$ cat config.mk
export PLATFORM = sky130hd
export DESIGN_NAME = ds_char_tx
export DESIGN_NICKNAME = d
export VERILOG_FILES = /design/src/rtl/ds_tx_pkg.sv /design/src/rtl/ds_tx_satcnt.sv /design/src/rtl/ds_tx_framer.sv /design/src/rtl/ds_tx_lineenc.sv /design/src/rtl/ds_char_tx.sv
export SDC_FILE = /design/constraint.sdc
export NUM_CORES = 1
export LEC_CHECK = 0
export BUFFER_PORTS_ARGS = -buffer_cell sky130_fd_sc_hd__buf_2
export CAP_MARGIN = 10
export CORE_MARGIN = 3
export CORE_UTILIZATION = 56
export DETAILED_ROUTE_END_ITERATION = 12
export HOLD_SLACK_MARGIN = 0.02
export PLACE_DENSITY = 0.82
export SLEW_MARGIN = 0
export SYNTH_ARGS = -nofsm -noshare
export SYNTH_HDL_FRONTEND = slang
export SYNTH_SLANG_ARGS = --single-unit
$ cat constraint.sdc
create_clock -name clk -period 10.6 [get_ports clk]
set_input_delay 1.59 -clock clk [delete_from_list [all_inputs] [get_ports clk]]
set_output_delay 1.59 -clock clk [all_outputs]
set_load 0.02 [all_outputs]
$ cat src/rtl/ds_tx_pkg.sv
package ds_tx_pkg;

    localparam int CHAR_BITS = 10;

    typedef logic [1:0] ctl_code_t;
    localparam ctl_code_t CODE_FCT = 2'b00;
    localparam ctl_code_t CODE_ESC = 2'b11;

    // Serializer state: remaining bits (bit 0 goes next), bits left, running payload parity
    typedef struct packed {
        logic [CHAR_BITS-1:0] sh;
        logic [3:0]           cnt;
        logic                 par;
    } frm_state_t;

    // Parity with flag 0: odd over prev payload + P + flag -> P = ~prev
    function automatic logic [CHAR_BITS-1:0] pack_data(input logic [7:0] b, input logic prev);
        return {b, 1'b0, ~prev};
    endfunction

    // Parity with flag 1 -> P = prev
    function automatic logic [CHAR_BITS-1:0] pack_ctrl(input ctl_code_t code, input logic prev);
        return {6'b000000, code, 1'b1, prev};
    endfunction

    // Escape then flow-control; escape payload parity is even, so the second P is 0
    function automatic logic [CHAR_BITS-1:0] pack_null(input logic prev);
        return {2'b00, CODE_FCT, 1'b1, 1'b0, CODE_ESC, 1'b1, prev};
    endfunction

endpackage

$ cat src/rtl/ds_tx_satcnt.sv
module ds_tx_satcnt #(
    parameter int MAX  = 56,
    parameter int STEP = 8
) (
    input  logic clk,
    input  logic rst_n,
    input  logic inc,
    input  logic dec,
    output logic nz
);
    localparam int W = $clog2(MAX + 1);

    logic [W-1:0] cnt_d, cnt_q;

    always_comb begin
        int tmp;
        tmp = int'(cnt_q) - (dec ? 1 : 0);
        if (inc) begin
            tmp = (tmp + STEP > MAX) ? MAX : tmp + STEP;
        end
        cnt_d = W'(tmp);
    end

    always_ff @(posedge clk or negedge rst_n) begin
        if (!rst_n) cnt_q <= '0;
        else        cnt_q <= cnt_d;
    end

    assign nz = (cnt_q != '0);

    p_cap_r8: assert property (@(posedge clk) disable iff (!rst_n)
        int'(cnt_q) <= MAX)
        else $error("counter above cap");

    p_no_underflow_r8: assert property (@(posedge clk) disable iff (!rst_n)
        dec |-> cnt_q != '0)
        else $error("decrement of empty counter");

    p_step_r8: assert property (@(posedge clk) disable iff (!rst_n)
        (inc && !dec && int'(cnt_q) + STEP <= MAX) |=> int'(cnt_q) == int'($past(cnt_q)) + STEP)
        else $error("refill step wrong");

endmodule

$ cat src/rtl/ds_tx_framer.sv
module ds_tx_framer
    import ds_tx_pkg::*;
(
    input  logic       clk,
    input  logic       rst_n,
    input  logic       en,
    input  logic       byte_valid,
    input  logic [7:0] byte_data,
    input  logic       credit_ok,
    input  logic       fct_pending,
    output logic       byte_ready,
    output logic       take_data,
    output logic       take_fct,
    output logic       bit_out
);
    frm_state_t st_d, st_q;
    logic       at_edge;

    assign at_edge    = (st_q.cnt == 4'd0);
    assign byte_ready = en && at_edge && !fct_pending && credit_ok;
    assign take_data  = byte_ready && byte_valid;

    always_comb begin
        logic [CHAR_BITS-1:0] vec;
        logic [3:0]           last;
        logic                 npar;
        st_d     = st_q;
        take_fct = 1'b0;
        bit_out  = st_q.sh[0];
        vec      = '0;
        last     = 4'd0;
        npar     = st_q.par;
        if (en) begin
            if (at_edge) begin
                if (fct_pending) begin
                    vec      = pack_ctrl(CODE_FCT, st_q.par);
                    last     = 4'd3;
                    npar     = ^CODE_FCT;
                    take_fct = 1'b1;
                end else if (take_data) begin
                    vec  = pack_data(byte_data, st_q.par);
                    last = 4'd9;
                    npar = ^byte_data;
                end else begin
                    vec  = pack_null(st_q.par);
                    last = 4'd7;
                    npar = ^CODE_FCT;
                end
                bit_out   = vec[0];
                st_d.sh   = {1'b0, vec[CHAR_BITS-1:1]};
                st_d.cnt  = last;
                st_d.par  = npar;
            end else begin
                st_d.sh  = {1'b0, st_q.sh[CHAR_BITS-1:1]};
                st_d.cnt = st_q.cnt - 4'd1;
            end
        end
    end

    always_ff @(posedge clk or negedge rst_n) begin
        if (!rst_n) st_q <= '0;
        else        st_q <= st_d;
    end

    p_data_len_r2: assert property (@(posedge clk) disable iff (!rst_n)
        take_data |=> st_q.cnt == 4'd9)
        else $error("data character length wrong");

    p_fct_len_r3: assert property (@(posedge clk) disable iff (!rst_n)
        take_fct |=> st_q.cnt == 4'd3)
        else $error("control character length wrong");

    p_idle_hold_r7: assert property (@(posedge clk) disable iff (!rst_n)
        !en |=> $stable(st_q))
        else $error("serializer moved without enable");

endmodule

$ cat src/rtl/ds_tx_lineenc.sv
module ds_tx_lineenc (
    input  logic clk,
    input  logic rst_n,
    input  logic en,
    input  logic bit_in,
    output logic d_out,
    output logic s_out
);
    logic d_d, d_q, s_d, s_q;

    always_comb begin
        d_d = d_q;
        s_d = s_q;
        if (en) begin
            d_d = bit_in;
            s_d = (bit_in == d_q) ? ~s_q : s_q;
        end
    end

    always_ff @(posedge clk or negedge rst_n) begin
        if (!rst_n) begin
            d_q <= 1'b0;
            s_q <= 1'b0;
        end else begin
            d_q <= d_d;
            s_q <= s_d;
        end
    end

    assign d_out = d_q;
    assign s_out = s_q;

endmodule

$ cat src/rtl/ds_char_tx.sv
module ds_char_tx #(
    parameter int CREDIT_MAX  = 56,
    parameter int CREDIT_STEP = 8,
    parameter int FCT_QMAX    = 7
) (
    input  logic       clk,
    input  logic       rst_n,
    input  logic       en,
    input  logic       byte_valid,
    input  logic [7:0] byte_data,
    output logic       byte_ready,
    input  logic       fct_req,
    input  logic       fct_rx,
    output logic       d_out,
    output logic       s_out
);
    logic credit_nz, pend_nz, take_data, take_fct, line_bit;

    ds_tx_satcnt #(.MAX(CREDIT_MAX), .STEP(CREDIT_STEP)) u_credit (
        .clk   (clk),
        .rst_n (rst_n),
        .inc   (fct_rx),
        .dec   (take_data),
        .nz    (credit_nz)
    );

    ds_tx_satcnt #(.MAX(FCT_QMAX), .STEP(1)) u_fctq (
        .clk   (clk),
        .rst_n (rst_n),
        .inc   (fct_req),
        .dec   (take_fct),
        .nz    (pend_nz)
    );

    ds_tx_framer u_framer (
        .clk         (clk),
        .rst_n       (rst_n),
        .en          (en),
        .byte_valid  (byte_valid),
        .byte_data   (byte_data),
        .credit_ok   (credit_nz),
        .fct_pending (pend_nz),
        .byte_ready  (byte_ready),
        .take_data   (take_data),
        .take_fct    (take_fct),
        .bit_out     (line_bit)
    );

    ds_tx_lineenc u_enc (
        .clk    (clk),
        .rst_n  (rst_n),
        .en     (en),
        .bit_in (line_bit),
        .d_out  (d_out),
        .s_out  (s_out)
    );

    p_one_wire_r6: assert property (@(posedge clk) disable iff (!rst_n)
        en |=> ((d_out != $past(d_out)) != (s_out != $past(s_out))))
        else $error("not exactly one wire changed");

    p_line_hold_r7: assert property (@(posedge clk) disable iff (!rst_n)
        !en |=> ($stable(d_out) && $stable(s_out)))
        else $error("line moved without enable");

    p_fct_first_r9: assert property (@(posedge clk) disable iff (!rst_n)
        byte_ready |-> !pend_nz)
        else $error("data offered while token queued");

    p_credit_gate_r8: assert property (@(posedge clk) disable iff (!rst_n)
        (byte_valid && byte_ready) |-> credit_nz)
        else $error("byte taken without credit");

    p_single_take_r10: assert property (@(posedge clk) disable iff (!rst_n)
        $countones({take_data, take_fct}) <= 1)
        else $error("two characters started at once");

endmodule

# [After elaboration in Yosys (flattened, before gate mapping)]
# Cells that the tools add are included.
[classes] add_sub_neg=5 multipliers=0 div_mod_pow=0 n_lt_le_gt_ge=2 eq_ne=1 shift=0 mux=18 bitwise=2 reduce_logical=11
[op_table] cell="adder 32 x 2 -> 32 bit, second input constant" n=1
[op_table] cell="adder 32 x 5 -> 32 bit, second input constant" n=1
[op_table] cell="> comparator 32 x 4 -> 1 bit, second input constant" n=1
[op_table] cell="> comparator 32 x 7 -> 1 bit, second input constant" n=1
[op_table] cell="two-way mux 10 bit" n=2
[op_table] cell="two-way mux 13 bit" n=1
[op_table] cell="two-way mux 6 bit" n=2
[op_table] cell="two-way mux 1 bit" n=9
[op_table] cell="two-way mux 4 bit" n=2
[op_table] cell="parity 8 bit" n=1
[op_table] cell="subtractor 6 x 1 -> 7 bit" n=1
[op_table] cell="two-way mux 3 bit" n=2
[op_table] cell="nonzero test 6 bit" n=1
[op_table] cell="logical AND 1 bit" n=4
[op_table] cell="zero test 4 bit" n=1
[op_table] cell="AND reduction 2 bit" n=2
[op_table] cell="subtractor 3 x 1 -> 4 bit" n=1
[op_table] cell="subtractor 4 x 1 -> 4 bit, second input constant" n=1
[op_table] cell="nonzero test 3 bit" n=1
[op_table] cell="inverter 1 bit" n=2
[op_table] cell="== test 1 bit" n=1
[op_table] cell="zero test 1 bit" n=1
[word_totals] reg_bits=26 latch_bits=0 ramBits=0 romBits=0 input_bits=14 output_inout_bits=3 wordCells=46 n_memories=0

# [Depth between registers and ports, before layout]
[logic_depth] depth_word=11 depth_mapped=17 mapped_depth_nobuf=17

# [Hierarchy]
# A second synthesis with hierarchy kept.
[unflattened] hier_cells=164 area_unflattened_um2=1606.5
[by_module_without_submodules] mod="ds_tx_framer" n_inst=1 cells_each=81 area_per_inst_um2=787.0 seq_area_each_um2=350.3
[by_module_without_submodules] mod="ds_tx_satcnt at u_credit" n_inst=1 cells_each=48 area_per_inst_um2=444.2 seq_area_each_um2=150.1
[by_module_without_submodules] mod="ds_tx_satcnt at u_fctq" n_inst=1 cells_each=29 area_per_inst_um2=292.8 seq_area_each_um2=75.1
[by_module_without_submodules] mod="ds_tx_lineenc" n_inst=1 cells_each=6 area_per_inst_um2=82.6 seq_area_each_um2=50.0

# [Worst setup path before layout]
# OpenSTA, ideal clock, no wires.
[synth_timing] kind="input to register" from="input port byte_valid" to="register u_credit.cnt_q[3]" setup_ns=0.121 t_arrival_ns=4.129 required_ns=10.479 setup_slack_ns=6.349 stages=15 path_buffers=0 cell_sequence="nand2_1 a31oi_1 nand2_2 inv_4 ha_1 ha_1 nand2_1 xnor2_1 ha_1 nand4_1 ha_1 or4b_1 o21ai_1 o21a_1 nand2b_1"
[synth_between] elab_chain_len=7
[synth_rtl] item="start: declaration" line_no="ds_char_tx.sv:9" rtl="input logic byte_valid,"
[synth_rtl] item="logical AND 1 bit *" line_no="ds_tx_framer.sv:21" rtl="assign take_data = byte_ready && byte_valid;"
[synth_rtl] item="two-way mux 1 bit *" line_no="ds_tx_satcnt.sv:17" rtl="tmp = int'(cnt_q) - (dec ? 1 : 0);"
[synth_rtl] item="subtractor 6 x 1 -> 7 bit *" line_no="ds_tx_satcnt.sv:17"
[synth_rtl] item="adder 32 x 5 -> 32 bit" line_no="ds_tx_satcnt.sv:19" rtl="tmp = (tmp + STEP > MAX) ? MAX : tmp + STEP;"
[synth_rtl] item="> comparator 32 x 7 -> 1 bit" line_no="ds_tx_satcnt.sv:19"
[synth_rtl] item="two-way mux 6 bit" line_no="ds_tx_satcnt.sv:19"
[synth_rtl] item="two-way mux 6 bit *" line_no="ds_tx_satcnt.sv:18" rtl="if (inc) begin"
[synth_rtl] item="via u_credit.cnt_d[3]" line_no="ds_tx_satcnt.sv:13" rtl="logic [W-1:0] cnt_d, cnt_q;"
[synth_rtl] item="end signal: assignment" line_no="ds_tx_satcnt.sv:26" rtl="else cnt_q <= cnt_d;"
[synth_rtl] item="end: declaration" line_no="ds_tx_satcnt.sv:13"
# Mark *: on every way through the listed nets, which the timed path passes. The rest lies on a longest branch.
# A chain may end at the register's enable or synchronous reset.

# [Worst setup path in the final report]
[layout_timing] from="input port en" to="register u_credit.cnt_q[3]"
[layout_between] elab_chain_len=10
[layout_rtl] item="start: declaration" line_no="ds_char_tx.sv:8" rtl="input logic en,"
[layout_rtl] item="logical AND 1 bit * (3 in series)" line_no="ds_tx_framer.sv:20" rtl="assign byte_ready = en && at_edge && !fct_pending && credit_ok;"
[layout_rtl] item="logical AND 1 bit *" line_no="ds_tx_framer.sv:21"
[layout_rtl] item="two-way mux 1 bit *" line_no="ds_tx_satcnt.sv:17"
[layout_rtl] item="subtractor 6 x 1 -> 7 bit *" line_no="ds_tx_satcnt.sv:17"
[layout_rtl] item="adder 32 x 5 -> 32 bit" line_no="ds_tx_satcnt.sv:19"
[layout_rtl] item="> comparator 32 x 7 -> 1 bit" line_no="ds_tx_satcnt.sv:19"
[layout_rtl] item="two-way mux 6 bit" line_no="ds_tx_satcnt.sv:19"
[layout_rtl] item="two-way mux 6 bit *" line_no="ds_tx_satcnt.sv:18"
[layout_rtl] item="via u_credit.cnt_d[3]" line_no="ds_tx_satcnt.sv:13"
# Marked as above.

==> qor.yml <==
critical_path:
  worstSetupEndpointType: "register"
  worst-path-max-fanout: 31
  worstPathCellList: "buf_2 > nand2_1 > a31oi_1 > nand2_2 > inv_4 > ha_1 > ha_1 > nand2_1 > xnor2_1 > ha_1 > nand4_1 > ha_1 > or4b_1 > o21ai_1 > o21a_1 > nand2b_1"
  slowest_delay_ps: 490
  worst_r2r_startpoint: "u_framer.st_q[1]"
  worst_path_required_time_ps: 10820
  worst_setup_path_start_kind: "input pin"
  crit_path_frequent_cell: "ha_1"
  critical_path.top_delay_family: "simple AND/OR/NAND/NOR gates"
  timing.critical_path.slowest_stage_cell: "or4b_1"
  worst-setup-path-type: "in2reg"
  critPathArrivalTime_ps: 5040
  path_buf_inv: 2
  setup.worst_path.start: "en"
layout:
  drive_above_1_share_pct: 17.2
  layout_common_cells: "dfrtp_1, ha_1, nand2_1"
  final_common_cell: "dfrtp_1"
  area_delta_synth_final_pct: 8.05
  fin_nets: 258
  num-fill-cells: 275
  layout.cells.non_filler: 265
  antenna_cells_inserted: 0
  post_layout_utilization_of_the_core_pct: 65.0
power_and_ir_drop:
  pwr_density_cell_nw_per_um2: 196
  vdd_drop_max_mv: 0.0949
  leakage_nw: 0.916
drt:
  vias: 1503
  initialDrtViolationCount: 106
  totalWireLength_um: 3510
  post_drt_wl_per_cell_um: 13.2
  route.detailed.vias_per_inst: 5.67
  firstDrtPassIters: 4
  drt_drc_violations_left: 0
  detail-route-antenna-nets: 0
worst_hold_path:
  worst_min_path_start: "u_framer.st_q[10]"
  hp-class: "reg2reg"
clock_network:
  tritoncts_num_sinks: 25
  tritoncts: "built"
  cts_root_buf: "clkbuf_4"
  ctsHoldBuffers: 0
  cts_made_buffers: 3
  clk_transition_reported_paths_ps: 140
  cts_buffer_depth: 2
  post_cts_resize_count: 0
  postcts_setup_bufs: 0
  insertion_delay_ps: 320
  cts-htree-levels: 1
global_routing:
  gr-usage-all-layers_pct: 18.9
  global_route_wire_length_before_repair_um: 6460
  grt_max_degree: 32
  globalRoute.totalOverflow: 0
  vias_in_the_first_global_route: 1458
  grt_antenna_before_repair: 0
floorplanning:
  die-width_um: 64.2
  std_cell_rows: 20
  fp.dieArea_um2: 4120
  die_height_um: 64.2
  placeableCoreArea_um2: 3150
  starting_density_pct: 60.1
  io_count: 17
yosys:
  async_flop_share_pct: 100
  sequential_area_share_after_synthesis_pct: 33.0
  synth.lib_cells_used.distinct: 50
  ys_ff_latch: 25
  synth_area_um2: 1900
  gate_count_post_synth: 204
  synth-edff-count: 0
  ys.warnings.count: 0
  postSynthNetCount: 240
  synth_top_flop_cell: "dfrtp_1"
  synth.avg_cell_area_um2: 9.29
timing:
  fmax_ghz: 0.208
  finalMaxSlewViolations: 0
  tightest_slew_ps: 557
  maxSlewHeadroom_pct: 62.8
  timing.final.crit_period_ps: 4810
  final-hold-violation-count: 0
  skew_ps: 5.47
  setup_total_negative_slack_ps: 0
  grt_setup_unrepaired: "no"
  hold_slack_ps: 547
  final-setup-viol-count: 0
  finalCritPeriodShare_pct: 45.4
outcome:
  outcome: "finished clean"
placed_design:
  buffer_ports.inserted: 16
  dp.cells: 261
  dp_hpwl_um: 2730
  place.gp.congestion: 0.825
job:
  max_cap_violations: 0
==> kinds of logic (layout without fill, tap and decap cells) <==
logic type / after synthesis / after routing / share of synthesized area, %
xor gates and xnor gates: 16 / 16 / 7.39
AOI/OAI and AO/OA: 43 / 43 / 16.2
DFF: 25 / 25 / 33.0
buffers and inverters: 19 / 36 / 3.96
adders and majority gates: 22 / 22 / 14.5
muxes: 2 / 2 / 1.06
and+or+nand+nor: 77 / 77 / 23.8
==> path summary, 6_finish.rpt <==
| check | end | slack [ps] | cells past startpoint |
|---|---|---|---|
| setup / recovery | u_credit.cnt_q[3] | 5790 | 16 |
| hold / removal | u_framer.st_q[10] | 550 | 2 |
| setup reg to reg | u_credit.cnt_q[3] | 6540 | 17 |
| hold reg to reg | u_framer.st_q[10] | 550 | 2 |
| max in group asynchronous | u_framer.st_q[12] | 9000 | 1 |
| min in group asynchronous | u_framer.st_q[4] | 1230 | 1 |
==> report_power, final <==
group	total (mW)	internal [mW]	switching (mW)
clock	0.0443	0.0147	0.0296
combinational	0.193	0.0883	0.105
sequential	0.164	0.127	0.0364
total	0.401	0.230	0.171
==> synthesized netlist by cell type, drive strengths merged (2+ instances only) <==
cell type,number,area (um^2)
nand4,2,12.5
a22oi,4,50.1
o211ai,2,15.0
or3b,2,17.5
or3,2,13.8
a21oi,9,45.0
and2,3,21.3
nor3b,5,52.6
nor3,6,35.0
nand3,7,35.0
ha,22,275
nand2,20,77.6
inv,15,58.8
a21o,2,15.0
nor2b,2,12.5
nor2,16,60.1
o21ai,11,55.1
mux2i,2,20.0
xor2,3,26.3
nand2b,3,18.8
a31oi,6,37.5
nor4bb,2,20.0
dfrtp,25,626
xnor2,13,114
clkbuf,3,11.3
==> worst register-to-register path: stages, from the launching register on <==
cell      delay (ps)
dfrtp_1          410
inv_1            110
ha_1             240
nor3b_2          360
and2_2           270
nand2_2          120
inv_4            140
ha_1             220
ha_1             220
nand2_1           80
xnor2_1          270
ha_1             260
nand4_1          150
ha_1             210
or4b_1           490
o21ai_1          180
o21a_1           180
nand2b_1          60
==> sequential cells by signal, summed over array words and instances, names as in the netlist <==
register        count
u_credit.cnt_q      6
u_enc.d_out         1
u_enc.s_out         1
u_fctq.cnt_q        3
u_framer.st_q      14
==> layout make-up <==
class | count | area [um^2] | area share [%]
multi-input combinational | 160 | 1190 | 58.3
sequential | 25 | 626 | 30.5
timing repair buffer | 17 | 87.6 | 4.28
inverter | 15 | 58.8 | 2.87
clock buffer | 4 | 26.3 | 1.28
tap | 44 | 55.1 | 2.69
==> per-layer routing <==
| metal | vias up | global-route usage [%] | share of wire (%) |
|---|---|---|---|
| li1 | 761 | - | - |
| met1 | 705 | 26.4 | 50 |
| met2 | 31 | 31.1 | 46 |
| met3 | 6 | 2.81 | 3.7 |
| met4 | 0 | 3.69 | 0.83 |
| met5 | - | 0 | 0 |
==> metrics by stage <==
| step | worst slack (ps) | power [mW] | cell area (um^2) |
|---|---|---|---|
| detailed placement | 5480 | 0.358 | 2020 |
| global route | 5480 | 0.438 | 2050 |
| finish | 5790 | 0.401 | 2050 |
| global placement | 5650 | 0.353 | 2020 |
| floorplan | 6350 | 0.314 | 1900 |
| CTS | 5800 | 0.402 | 2050 |
(Power assumes the default switching activity.)
